--- src/rtl/tmr_pkg.sv ---
package tmr_pkg;
  // Register byte addresses
  localparam logic [7:0] OFF_CTRL   = 8'h00;
  localparam logic [7:0] OFF_IEN    = 8'h0C;
  localparam logic [7:0] OFF_STAT   = 8'h10;
  localparam logic [7:0] OFF_EVT    = 8'h14;
  localparam logic [7:0] OFF_CNT    = 8'h24;
  localparam logic [7:0] OFF_DIV    = 8'h28;
  localparam logic [7:0] OFF_RELOAD = 8'h2C;
  localparam logic [7:0] OFF_CMP    = 8'h34;

  // Control bit positions
  localparam int BIT_RUN     = 0;
  localparam int BIT_NOUPD   = 1;
  localparam int BIT_ONESHOT = 3;
  localparam int BIT_PRELOAD = 7;

  // Status / enable bit positions
  localparam int FLAG_UPD = 0;
  localparam int FLAG_CMP = 1;

  // Strobes and mode levels from control to datapath
  typedef struct packed {
    logic run;
    logic noUpd;
    logic preload;
    logic forceUpd;
    logic loadCount;
    logic loadDiv;
    logic loadReload;
    logic loadCmp;
  } tmrStrobe_t;
endpackage

--- src/rtl/tmr_datapath.sv ---
module tmr_datapath
  import tmr_pkg::*;
#(
  parameter int CNT_W  = 16,
  parameter int DIV_W  = 16,
  parameter int DATA_W = 32
) (
  input  logic              clk,
  input  logic              rstN,
  input  tmrStrobe_t        strobe,
  input  logic [DATA_W-1:0] wdata,
  output logic [CNT_W-1:0]  cntVal,
  output logic [DIV_W-1:0]  divVal,
  output logic [CNT_W-1:0]  reloadVal,
  output logic [CNT_W-1:0]  cmpVal,
  output logic              updEvt,
  output logic              cmpHit
);
  logic [DIV_W-1:0] divShadow, divActive, divCnt;
  logic [CNT_W-1:0] cnt, reloadShadow, reloadActive, cmpReg;
  logic             tick, wrapNow;
  logic             wdataUnused;

  assign wdataUnused = ^wdata;

  assign tick    = strobe.run && (divCnt == divActive);
  assign wrapNow = tick && (cnt == reloadActive);
  assign updEvt  = wrapNow && !strobe.noUpd;
  assign cmpHit  = strobe.run && (cnt == cmpReg);

  // Prescale counter
  always_ff @(posedge clk) begin
    if (!rstN)                divCnt <= '0;
    else if (strobe.forceUpd) divCnt <= '0;
    else if (strobe.run)      divCnt <= tick ? '0 : divCnt + DIV_W'(1);
  end

  // Main counter
  always_ff @(posedge clk) begin
    if (!rstN)                 cnt <= '0;
    else if (strobe.forceUpd)  cnt <= '0;
    else if (strobe.loadCount) cnt <= wdata[CNT_W-1:0];
    else if (tick)             cnt <= wrapNow ? '0 : cnt + CNT_W'(1);
  end

  // Prescaler stored and active values
  always_ff @(posedge clk) begin
    if (!rstN) begin
      divShadow <= '0;
      divActive <= '0;
    end else begin
      if (strobe.loadDiv) divShadow <= wdata[DIV_W-1:0];
      if (strobe.forceUpd || updEvt) divActive <= divShadow;
    end
  end

  // Reload stored and active values
  always_ff @(posedge clk) begin
    if (!rstN) begin
      reloadShadow <= '0;
      reloadActive <= '0;
    end else begin
      if (strobe.loadReload) reloadShadow <= wdata[CNT_W-1:0];
      if (strobe.loadReload && !strobe.preload)
        reloadActive <= wdata[CNT_W-1:0];
      else if (strobe.forceUpd || updEvt)
        reloadActive <= reloadShadow;
    end
  end

  always_ff @(posedge clk) begin
    if (!rstN)               cmpReg <= '0;
    else if (strobe.loadCmp) cmpReg <= wdata[CNT_W-1:0];
  end

  assign cntVal    = cnt;
  assign divVal    = divShadow;
  assign reloadVal = reloadShadow;
  assign cmpVal    = cmpReg;

  // a forced update leaves both counts at zero
  assert_force_clears_R10: assert property (@(posedge clk) disable iff (!rstN)
    strobe.forceUpd |=> (cnt == '0 && divCnt == '0));

  // with preload on, the active limit moves only on an update
  assert_preload_hold_R8: assert property (@(posedge clk) disable iff (!rstN)
    (strobe.preload && !strobe.forceUpd && !updEvt) |=> $stable(reloadActive));
endmodule

--- src/rtl/tmr_ctrl.sv ---
module tmr_ctrl
  import tmr_pkg::*;
#(
  parameter int CNT_W  = 16,
  parameter int DIV_W  = 16,
  parameter int DATA_W = 32,
  parameter int ADDR_W = 8
) (
  input  logic              clk,
  input  logic              rstN,
  input  logic [ADDR_W-1:0] busAddr,
  input  logic              busWe,
  input  logic [DATA_W-1:0] busWdata,
  input  logic [CNT_W-1:0]  cntVal,
  input  logic [DIV_W-1:0]  divVal,
  input  logic [CNT_W-1:0]  reloadVal,
  input  logic [CNT_W-1:0]  cmpVal,
  input  logic              updEvt,
  input  logic              cmpHit,
  output tmrStrobe_t        strobe,
  output logic [DATA_W-1:0] busRdata,
  output logic              irq
);
  logic runBit, noUpdBit, oneShotBit, preloadBit;
  logic ienUpd, ienCmp, flagUpd, flagCmp;
  logic wrCtrl, wrIen, wrStat, wrEvt, wrCnt, wrDiv, wrReload, wrCmp;
  logic [DATA_W-1:0] cntWide, reloadWide, cmpWide;
  logic wdataUnused;

  assign wdataUnused = ^busWdata;

  assign wrCtrl   = busWe && (busAddr == ADDR_W'(OFF_CTRL));
  assign wrIen    = busWe && (busAddr == ADDR_W'(OFF_IEN));
  assign wrStat   = busWe && (busAddr == ADDR_W'(OFF_STAT));
  assign wrEvt    = busWe && (busAddr == ADDR_W'(OFF_EVT));
  assign wrCnt    = busWe && (busAddr == ADDR_W'(OFF_CNT));
  assign wrDiv    = busWe && (busAddr == ADDR_W'(OFF_DIV));
  assign wrReload = busWe && (busAddr == ADDR_W'(OFF_RELOAD));
  assign wrCmp    = busWe && (busAddr == ADDR_W'(OFF_CMP));

  // Control bits; one-shot stop yields to a same-edge software write
  always_ff @(posedge clk) begin
    if (!rstN) begin
      runBit     <= 1'b0;
      noUpdBit   <= 1'b0;
      oneShotBit <= 1'b0;
      preloadBit <= 1'b0;
    end else if (wrCtrl) begin
      runBit     <= busWdata[BIT_RUN];
      noUpdBit   <= busWdata[BIT_NOUPD];
      oneShotBit <= busWdata[BIT_ONESHOT];
      preloadBit <= busWdata[BIT_PRELOAD];
    end else if (oneShotBit && updEvt) begin
      runBit <= 1'b0;
    end
  end

  always_ff @(posedge clk) begin
    if (!rstN) begin
      ienUpd <= 1'b0;
      ienCmp <= 1'b0;
    end else if (wrIen) begin
      ienUpd <= busWdata[FLAG_UPD];
      ienCmp <= busWdata[FLAG_CMP];
    end
  end

  // Sticky flags: hardware set beats software clear
  always_ff @(posedge clk) begin
    if (!rstN) begin
      flagUpd <= 1'b0;
      flagCmp <= 1'b0;
    end else begin
      flagUpd <= updEvt || (flagUpd && !(wrStat && !busWdata[FLAG_UPD]));
      flagCmp <= cmpHit || (flagCmp && !(wrStat && !busWdata[FLAG_CMP]));
    end
  end

  assign irq = (flagUpd && ienUpd) || (flagCmp && ienCmp);

  always_comb begin
    strobe            = '0;
    strobe.run        = runBit;
    strobe.noUpd      = noUpdBit;
    strobe.preload    = preloadBit;
    strobe.forceUpd   = wrEvt && busWdata[0];
    strobe.loadCount  = wrCnt;
    strobe.loadDiv    = wrDiv;
    strobe.loadReload = wrReload;
    strobe.loadCmp    = wrCmp;
  end

  // Zero-extend counter-width values for readback
  generate
    if (CNT_W < DATA_W) begin : gPad
      assign cntWide    = {{(DATA_W-CNT_W){1'b0}}, cntVal};
      assign reloadWide = {{(DATA_W-CNT_W){1'b0}}, reloadVal};
      assign cmpWide    = {{(DATA_W-CNT_W){1'b0}}, cmpVal};
    end else begin : gFull
      assign cntWide    = cntVal;
      assign reloadWide = reloadVal;
      assign cmpWide    = cmpVal;
    end
  endgenerate

  always_comb begin
    busRdata = '0;
    case (busAddr)
      ADDR_W'(OFF_CTRL): begin
        busRdata[BIT_RUN]     = runBit;
        busRdata[BIT_NOUPD]   = noUpdBit;
        busRdata[BIT_ONESHOT] = oneShotBit;
        busRdata[BIT_PRELOAD] = preloadBit;
      end
      ADDR_W'(OFF_IEN): begin
        busRdata[FLAG_UPD] = ienUpd;
        busRdata[FLAG_CMP] = ienCmp;
      end
      ADDR_W'(OFF_STAT): begin
        busRdata[FLAG_UPD] = flagUpd;
        busRdata[FLAG_CMP] = flagCmp;
      end
      ADDR_W'(OFF_CNT):    busRdata = cntWide;
      ADDR_W'(OFF_DIV):    busRdata = DATA_W'(divVal);
      ADDR_W'(OFF_RELOAD): busRdata = reloadWide;
      ADDR_W'(OFF_CMP):    busRdata = cmpWide;
      default:             busRdata = '0;
    endcase
  end

  // a flag persists until a status write
  assert_flag_sticky_R11: assert property (@(posedge clk) disable iff (!rstN)
    (flagUpd && !wrStat) |=> flagUpd);

  // with update disable, the update flag cannot appear
  assert_noupd_quiet_R7: assert property (@(posedge clk) disable iff (!rstN)
    (noUpdBit && !flagUpd) |=> !flagUpd);

  // one-shot stops the counter at the update event
  assert_oneshot_stop_R9: assert property (@(posedge clk) disable iff (!rstN)
    (oneShotBit && updEvt && !wrCtrl) |=> !runBit);
endmodule

--- src/rtl/tmr_compare_timer.sv ---
module tmr_compare_timer
  import tmr_pkg::*;
#(
  parameter int CNT_W  = 16,
  parameter int DIV_W  = 16,
  parameter int DATA_W = 32,
  parameter int ADDR_W = 8
) (
  input  logic              clk,
  input  logic              rstN,
  input  logic [ADDR_W-1:0] busAddr,
  input  logic              busWe,
  input  logic [DATA_W-1:0] busWdata,
  output logic [DATA_W-1:0] busRdata,
  output logic              irq
);
  tmrStrobe_t       strobe;
  logic [CNT_W-1:0] cntVal, reloadVal, cmpVal;
  logic [DIV_W-1:0] divVal;
  logic             updEvt, cmpHit;

  tmr_ctrl #(.CNT_W(CNT_W), .DIV_W(DIV_W), .DATA_W(DATA_W), .ADDR_W(ADDR_W)) u_ctrl (
    .clk(clk), .rstN(rstN), .busAddr(busAddr), .busWe(busWe), .busWdata(busWdata),
    .cntVal(cntVal), .divVal(divVal), .reloadVal(reloadVal), .cmpVal(cmpVal),
    .updEvt(updEvt), .cmpHit(cmpHit), .strobe(strobe), .busRdata(busRdata), .irq(irq)
  );

  tmr_datapath #(.CNT_W(CNT_W), .DIV_W(DIV_W), .DATA_W(DATA_W)) u_dp (
    .clk(clk), .rstN(rstN), .strobe(strobe), .wdata(busWdata),
    .cntVal(cntVal), .divVal(divVal), .reloadVal(reloadVal), .cmpVal(cmpVal),
    .updEvt(updEvt), .cmpHit(cmpHit)
  );
endmodule

--- config.mk ---
export PLATFORM = sky130hd
export DESIGN_NAME = tmr_compare_timer
export DESIGN_NICKNAME = d
export VERILOG_FILES = /design/src/rtl/tmr_pkg.sv /design/src/rtl/tmr_datapath.sv /design/src/rtl/tmr_ctrl.sv /design/src/rtl/tmr_compare_timer.sv
export SDC_FILE = /design/constraint.sdc
export NUM_CORES = 1
export LEC_CHECK = 0
export BUFFER_PORTS_ARGS = -buffer_cell sky130_fd_sc_hd__buf_2
export CAP_MARGIN = 10
export CORE_AREA = 2 2 145 91
export DETAILED_ROUTE_END_ITERATION = 10
export DIE_AREA = 0 0 147 93
export GPL_TIMING_DRIVEN = 0
export PLACE_DENSITY = 0.74
export SKIP_CTS_REPAIR_TIMING = 1
export SYNTH_ARGS = -nofsm -noshare
export SYNTH_HDL_FRONTEND = slang
export SYNTH_HIERARCHICAL = 1
export SYNTH_SLANG_ARGS = --single-unit
--- constraint.sdc ---
create_clock -name clk -period 5.8 [get_ports clk]
set_input_delay 0.29 -clock clk [delete_from_list [all_inputs] [get_ports clk]]
set_output_delay 0.29 -clock clk [all_outputs]
set_load 0.03 [all_outputs]
==> results of run 1 <==
==> logic make-up (layout without fill, tap and decap cells) <==
logic type | Yosys count | in the layout | synth area share (%)
simple gates | 238 | 238 | 20.94
xor+xnor | 66 | 66 | 8.722
compound gates | 127 | 127 | 12.86
fa+ha+maj | 2 | 2 | 0.3775
buf+inv | 79 | 150 | 7.004
other cells | 1 | 16 | 0.05658
flops | 120 | 120 | 36.25
mux | 91 | 91 | 13.80
==> per-stage QoR <==
| step | setup WS [ns] | power, W | std cells | instance area [µm²] | util, % |
|---|---|---|---|---|---|
| after floorplan | 3.086 | 0.0009197 | 739 | 6684 | - |
| after global placement | 2.223 | 0.0009628 | 950 | 7102 | 57.22 |
| after detailed placement | 2.191 | 0.0009643 | 950 | 7102 | 57.22 |
| after CTS | 2.414 | 0.002085 | 980 | 7731 | 62.29 |
| after global routing | 2.251 | 0.002140 | 980 | 7731 | 62.29 |
| final | 2.244 | 0.002089 | 980 | 7731 | 62.29 |
==> state kept, by name, summed over array words and instances, names as in the netlist <==
name and cells:
u_ctrl/flagCmp 1, u_ctrl/flagUpd 1, u_ctrl/ienCmp 1, u_ctrl/ienUpd 1, u_ctrl/noUpdBit 1, u_ctrl/oneShotBit 1, u_ctrl/preloadBit 1, u_ctrl/runBit 1
u_dp/cmpVal 16, u_dp/cntVal 16, u_dp/divActive 16, u_dp/divCnt 16, u_dp/divVal 16, u_dp/reloadActive 16, u_dp/reloadVal 16
==> where the power goes <==
part / internal, W / total [W] / leakage [nW] / switching [W]
Sequential: 0.000827 / 0.000829 / 0.966 / 0.00000179
Clock: 0.000760 / 0.00114 / 0.305 / 0.000377
Combinational: 0.0000416 / 0.000124 / 1.43 / 0.0000820
Total: 0.00163 / 0.00209 / 2.70 / 0.000460
==> cells in the mapped netlist (3+ instances only) <==
cell,number
mux2i_1,88
a22oi_2,8
a22oi_1,18
xor2_1,24
nor2b_1,73
mux2_2,3
o21ai_0,28
clkbuf_1,33
xnor2_1,42
inv_1,6
nand2_1,32
dfxtp_1,120
nor4_1,8
nor4_2,3
and2_1,5
a31oi_1,3
a21oi_1,26
and3_1,11
nor2_1,42
nor3_1,5
o211ai_1,6
nand3_1,18
a221o_1,3
buf_6,4
buf_4,26
nand2b_1,4
nand4_1,19
o21ai_1,14
buf_2,6
and4_1,4
nand3b_1,3
==> per-layer routing <==
| metal | vias to the layer above | part of all wire [%] | track usage [%] |
|---|---|---|---|
| met2 | 348 | 40 | 45.03 |
| met3 | 52 | 12 | 9.317 |
| met1 | 2846 | 46 | 47.43 |
| met4 | 0 | 1.9 | 8.974 |
| met5 | - | 0 | 0 |
| li1 | 2690 | - | - |
==> cell type report <==
class	count	area (µm²)	area share (%)
Buffer	72	437.9	5.664
Clock buffer	23	488.0	6.312
Clock inverter	7	141.4	1.829
Inverter	7	26.28	0.3399
Multi-Input combinational cell	540	3817	49.38
Sequential cell	120	2402	31.07
Tap cell	170	212.7	2.751
Timing Repair Buffer	41	205.2	2.654
==> worst reg2reg max path: stages, from the launching register on <==
cell and delay (ns):
dfxtp_1 0.36, xor2_1 0.19, nor4_2 0.42, nand3_1 0.43, nor2_1 0.60, a211o_1 0.45
o21ai_0 0.21
==> layout by cell type, fill, tap and decap left out, types with 8 or more instances in the layout <==
master / Yosys / routed
xor2_1: 24 / 24
clkbuf_1: 33 / 35
conb_1: 1 / 16
buf_4: 26 / 26
buf_2: 6 / 47
dfxtp_1: 120 / 120
mux2i_1: 88 / 88
a22oi_2: 8 / 8
nor2_1: 42 / 42
clkbuf_16: 0 / 17
xnor2_1: 42 / 42
nor2b_1: 73 / 73
nor4_1: 8 / 8
nand2_1: 32 / 32
a21oi_1: 26 / 26
o21ai_1: 14 / 14
o21ai_0: 28 / 28
and3_1: 11 / 11
a22oi_1: 18 / 18
nand4_1: 19 / 19
nand3_1: 18 / 18
==> final timing paths <==
kind	slack, ns	cells after the start	end
min reg2reg	0.52	2	u_dp/divCnt[1]$_SDFFE_PP0P_
min	0.16	3	u_dp/cntVal[8]$_SDFFE_PP0P_
max reg2reg	2.98	6	u_dp/cntVal[5]$_SDFFE_PP0P_
max	2.24	10	u_dp/cntVal[6]$_SDFFE_PP0P_
==> metrics.md, run 1 <==
| Metric | Value |
|---|---|
| DRC | 0 |
| Beginning of the worst hold path | busWdata[8] |
| Num CTS Buffers | 17 |
| Yosys reg bits | between 100 and 150 |
| First-pass GRT wire length | 32,870 µm |
| Post-synth EDFFs | 0 |
| CP arrival | 3.89 ns |
| Final setup fails | 0 |
| Initial antenna violation count | 0 |
| Die Area | 0.01367 mm² |
| Port bufs | 41 |
| Clk sinks | 120 |
| Clk buf depth | 2 |
| Mapped Cells | 724 |
| Rows | 32 |
| Outcome | complete, no violations |
| Slew Limit Fails | 0 |
| Least-Margin Pin Slew | ~0.99 ns |
| Slowest CP cell | nor2_1 |
| Drt pass-1 iters | 5 |
| H-tree levels | 4 |
| Minimum clock period | around 3.6 ns |
| RSZ-0062 raised after global routing | false |
| CTS tree | yes |
| Biggest area consumer among synthesized cells | dfxtp_1 |
| Sequential area share after synthesis | a little over a third |
| Routed wire length per instance | 21.89 µm |
| Worst IR drop on VDD | roughly 0.00020 V |
| Power density cells | around 270 mW/mm² |
| CP max FO | 10 |
| Worst Setup Start Kind | primary input |
| NumNets Final | 844 |
| Total global routing overflow | 0 |
| Synth Warn # | 6 |
| Worst min path class | in -> reg |
| Tcrit/Tclk final | 61.32% |
| Share of layout cells above drive strength 1 | 15.56% |
| Worst EP required | 6.14 ns |
| Core area | 0.01241 mm² |
| Max frequency | ~0.28 GHz |
| Post-synthesis cell type count | between 50 and 60 |
| Area Growth Syn to Fin | 16.65% |
| Starting DRT DRC Count | 887 |
| Max-cap violation count | 0 |
| Vias in the first global route | 5,598 |
| Most area-consuming cells after synthesis | dfxtp_1 36%, mux2i_1 13%, nor2b_1 6.9% |
| Die H | 93 µm |
| GP Congestion | about 1.0 |
| Worst-path clk slew | approximately 0.050 ns |
| I/O pins | 76 |
| Gr usage total | 32.08% |
| Mapped cell area | 0.006628 mm² |
| Antenna diodes | 0 |
| Crit Path Class | in -> reg |
| Post-synth ARST share | 0% |
| Top delay family on crit path | simple AND/OR/NAND/NOR gates |
| DR vias/cell | 6.057 |
| Root Buffer | clkbuf_16 |
| Prevailing post-synth register cell | dfxtp_1 |
| Avg Inst Size Synth | 9.154 µm² |
| Worst setup path startpoint | busAddr[1] |
| Slowest stage delay, CP | roughly 0.84 ns |
| Clock Skews | 0.01056 ns |
| Fillers | 1,061 |
| Antenna Violating Nets Remaining | 0 |
| CP dominant cell by count | clkbuf_1 |
| Initial Utilization | a little over half |
| Final Hold Fails | 0 |
| Reg2reg start | u_dp/divCnt[11]$_SDFFE_PP0P_ |
| Largest net degree at the start of global routing | 17 |
| Clk_lat worst skew | 0.42 ns |
| Setup TNS | 0 ns |
| Hold_ws | between 0.15 and 0.2 ns |
| Drt total wl | 21,460 µm |
| Final HPWL DP | roughly 16,000 µm |
| Worst path cell trace | buf_2 -> nor4b_4 -> clkbuf_1 -> and3_1 -> buf_4 -> clkbuf_1 -> clkinv_1 -> nor2_1 -> nand2_1 -> o21ai_1 |
| WP buf/inv | 5 |
| Via count | 5,936 |
| Setup crit end kind | flop |
| Slew margin rel. | roughly 34% |
| Pleak | 2.704 nW |
| Synth top area share | between 30 and 40% |
| Die width | 147 µm |
Note: power is estimated with default switching activity, not from simulation.
==> inputs of run 2 (changes only) <==
- clock period: 5.8 -> 3.4 ns (I/O delays scaled with it)
==> run 2 against run 1 <==
Net effect: count of clock-buffer cells in the layout stayed put; via count rose by 0.89%; combinational power grew 71%; largest power group unchanged; highest routed layer unchanged.
==> metrics.md, run 2 (same netlist as run 1, synthesis figures left out) <==
| Metric | Value |
|---|---|
| Power density cells | roughly 460 mW/mm² |
| Drt pass-1 iters | 9 |
| Tcrit/Tclk final | 94.37% |
| Gr usage total | between 30% and 40% |
| Worst-path clk slew | ~0.050 ns |
| Combinational power share | 6.0% |
| CP arrival | between 3 and 4 ns |
| Hold_ws | 0.03920 ns |
| Total global routing overflow | 0 |
| Pwr Total | ~0.0036 W |
| Int Power | 0.002778 W |
| Worst Setup Start Kind | primary input |
| Root Buffer | clkbuf_16 |
| Share of layout cells above drive strength 1 | about 16% |
| Worst EP required | 3.74 ns |
| Vias in the first global route | 5,598 |
| Storage cell area | ~0.0024 mm² |
| Num CTS Buffers | 17 |
| Clk buf depth | 2 |
| Fillers | around 1,100 |
| Largest net degree at the start of global routing | 17 |
| Clk_lat worst skew | 0.42 ns |
| Pleak | roughly 2.7 nW |
| Core area | between 0.01 and 0.015 mm² |
| I/O pins | 76 |
| Outcome | complete, no violations |
| DR vias/cell | 6.099 |
| Area occupied by multi-input gates | about 0.0038 mm² |
| Slew Limit Fails | 0 |
| Via count | 5,989 |
| Most frequent cells in the layout | 120 x dfxtp_1, 88 x mux2i_1, 73 x nor2b_1, 47 x buf_2, 42 x xnor2_1 |
| Most common cell after layout, fill and taps aside | dfxtp_1 |
| Minimum clock period | 3.208 ns |
| Least-Margin Pin Slew | approximately 1.0 ns |
| Rows | 32 |
| Routed wire length per instance | 21.85 µm |
| DRC | 0 |
| Clk sinks | 120 |
| Drt total wl | 21,460 µm |
| Sw Pwr | 0.0007829 W |
| Initial Utilization | 53.40% |
| Sw frac | 21.99% |
| Port bufs | 41 |
| NumNets Final | between 800 and 900 |
| CP max FO | 10 |
| Setup crit end kind | flop |
| Beginning of the worst hold path | busWdata[8] |
| Die width | 147 µm |
| Part of the power in the clock network | 54.4% |
| Initial antenna violation count | 0 |
| Final HPWL DP | between 15,000 and 20,000 µm |
| H-tree levels | 4 |
| Crit Path Class | in -> reg |
| Worst min path class | in -> reg |
| Crit path to | u_dp/cntVal[6]$_SDFFE_PP0P_ |
| Part of the power in registers | 39.7% |
| RSZ-0062 raised after global routing | false |
| GP Congestion | just over 1 |
| Worst setup path startpoint | busAddr[1] |
| Die Area | approximately 0.014 mm² |
| Final Hold Fails | 0 |
| Worst R2R End | u_dp/cntVal[5]$_SDFFE_PP0P_ |
| Reg2reg start | u_dp/divCnt[11]$_SDFFE_PP0P_ |
| Max frequency | 0.3117 GHz |
| Die H | 93 µm |
| CTS tree | yes |
| Final setup fails | 0 |
| Starting DRT DRC Count | 779 |
| Worst IR drop on VDD | ~0.00034 V |
| Antenna Violating Nets Remaining | 0 |
| FF-to-FF path depth | 6 |
| Setup TNS | 0 ns |
| R2R Setup Slk | 0.57 ns |
| First-pass GRT wire length | 32,870 µm |
| Clock Skews | 0.009702 ns |
| Max-cap violation count | 0 |
| Area Growth Syn to Fin | 16.76% |
| Slew margin rel. | 32.32% |
==> run 2: cell types whose count changed in the layout (fill, tap and decap cells not counted), sizes merged <==
cell | previous run | this run
diode | 0 | 2
==> run 2: power by group through the flow <==
stage | Combinational, W | Sequential, W | Clock [W]
floorplan | 0.000127 | 0.00144 | 0
global placement | 0.000199 | 0.00144 | 0
detailed placement | 0.000202 | 0.00144 | 0
CTS | 0.000203 | 0.00141 | 0.00194
global route | 0.000220 | 0.00141 | 0.00202
finish | 0.000212 | 0.00141 | 0.00194
==> run 2: routing by layer <==
metal	global-route usage [%]	share of wire [%]	vias to the layer above
met2	45.03	40	365
li1	-	-	2691
met4	8.974	1.8	0
met3	9.317	12	50
met5	0	0	-
met1	47.43	46	2883
==> run 2: worst max-delay path, cell delays in order <==
cell and delay, ns:
buf_2 0.14, nor4b_4 0.58, clkbuf_1 0.57, and3_1 0.26
buf_4 0.10, clkbuf_1 0.36, clkinv_1 0.48, nor2_2 0.60
nand2_1 0.15, o21ai_1 0.12
==> run 2: area by class of cell <==
| cell class | count | area share [%] |
|---|---|---|
| multi-input cells | 540 | 49.36 |
| flip-flops and latches | 120 | 31.04 |
| clock buffers | 23 | 6.306 |
| plain buffers | 72 | 5.659 |
| well taps | 170 | 2.749 |
| repair buffers | 41 | 2.652 |
| clock inverters | 7 | 1.827 |
| inverters | 7 | 0.3395 |
| diodes | 2 | 0.06467 |
==> run 2: through the flow <==
| step | util, % | area (µm²) | worst slack, ns | instances |
|---|---|---|---|---|
| floorplan | - | 6684 | 0.8057 | 739 |
| global placement | 57.22 | 7102 | -0.05717 | 950 |
| detailed placement | 57.22 | 7102 | -0.08894 | 950 |
| CTS | 62.29 | 7731 | 0.1340 | 980 |
| global route | 62.31 | 7734 | 0.1173 | 980 |
| finish | 62.35 | 7739 | 0.1915 | 982 |
==> run 2: how the worst min path moves through the flow <==
stage	end	slack, ns	cells after the start
after floorplan	u_dp/cntVal[9]$_SDFFE_PP0P_	0.28	2
after global placement	u_dp/cntVal[12]$_SDFFE_PP0P_	0.45	3
after detailed placement	u_dp/cntVal[8]$_SDFFE_PP0P_	0.46	3
after CTS	u_dp/cntVal[8]$_SDFFE_PP0P_	0.03	3
after global routing	u_dp/cntVal[9]$_SDFFE_PP0P_	0.05	3
final	u_dp/cntVal[8]$_SDFFE_PP0P_	0.04	3
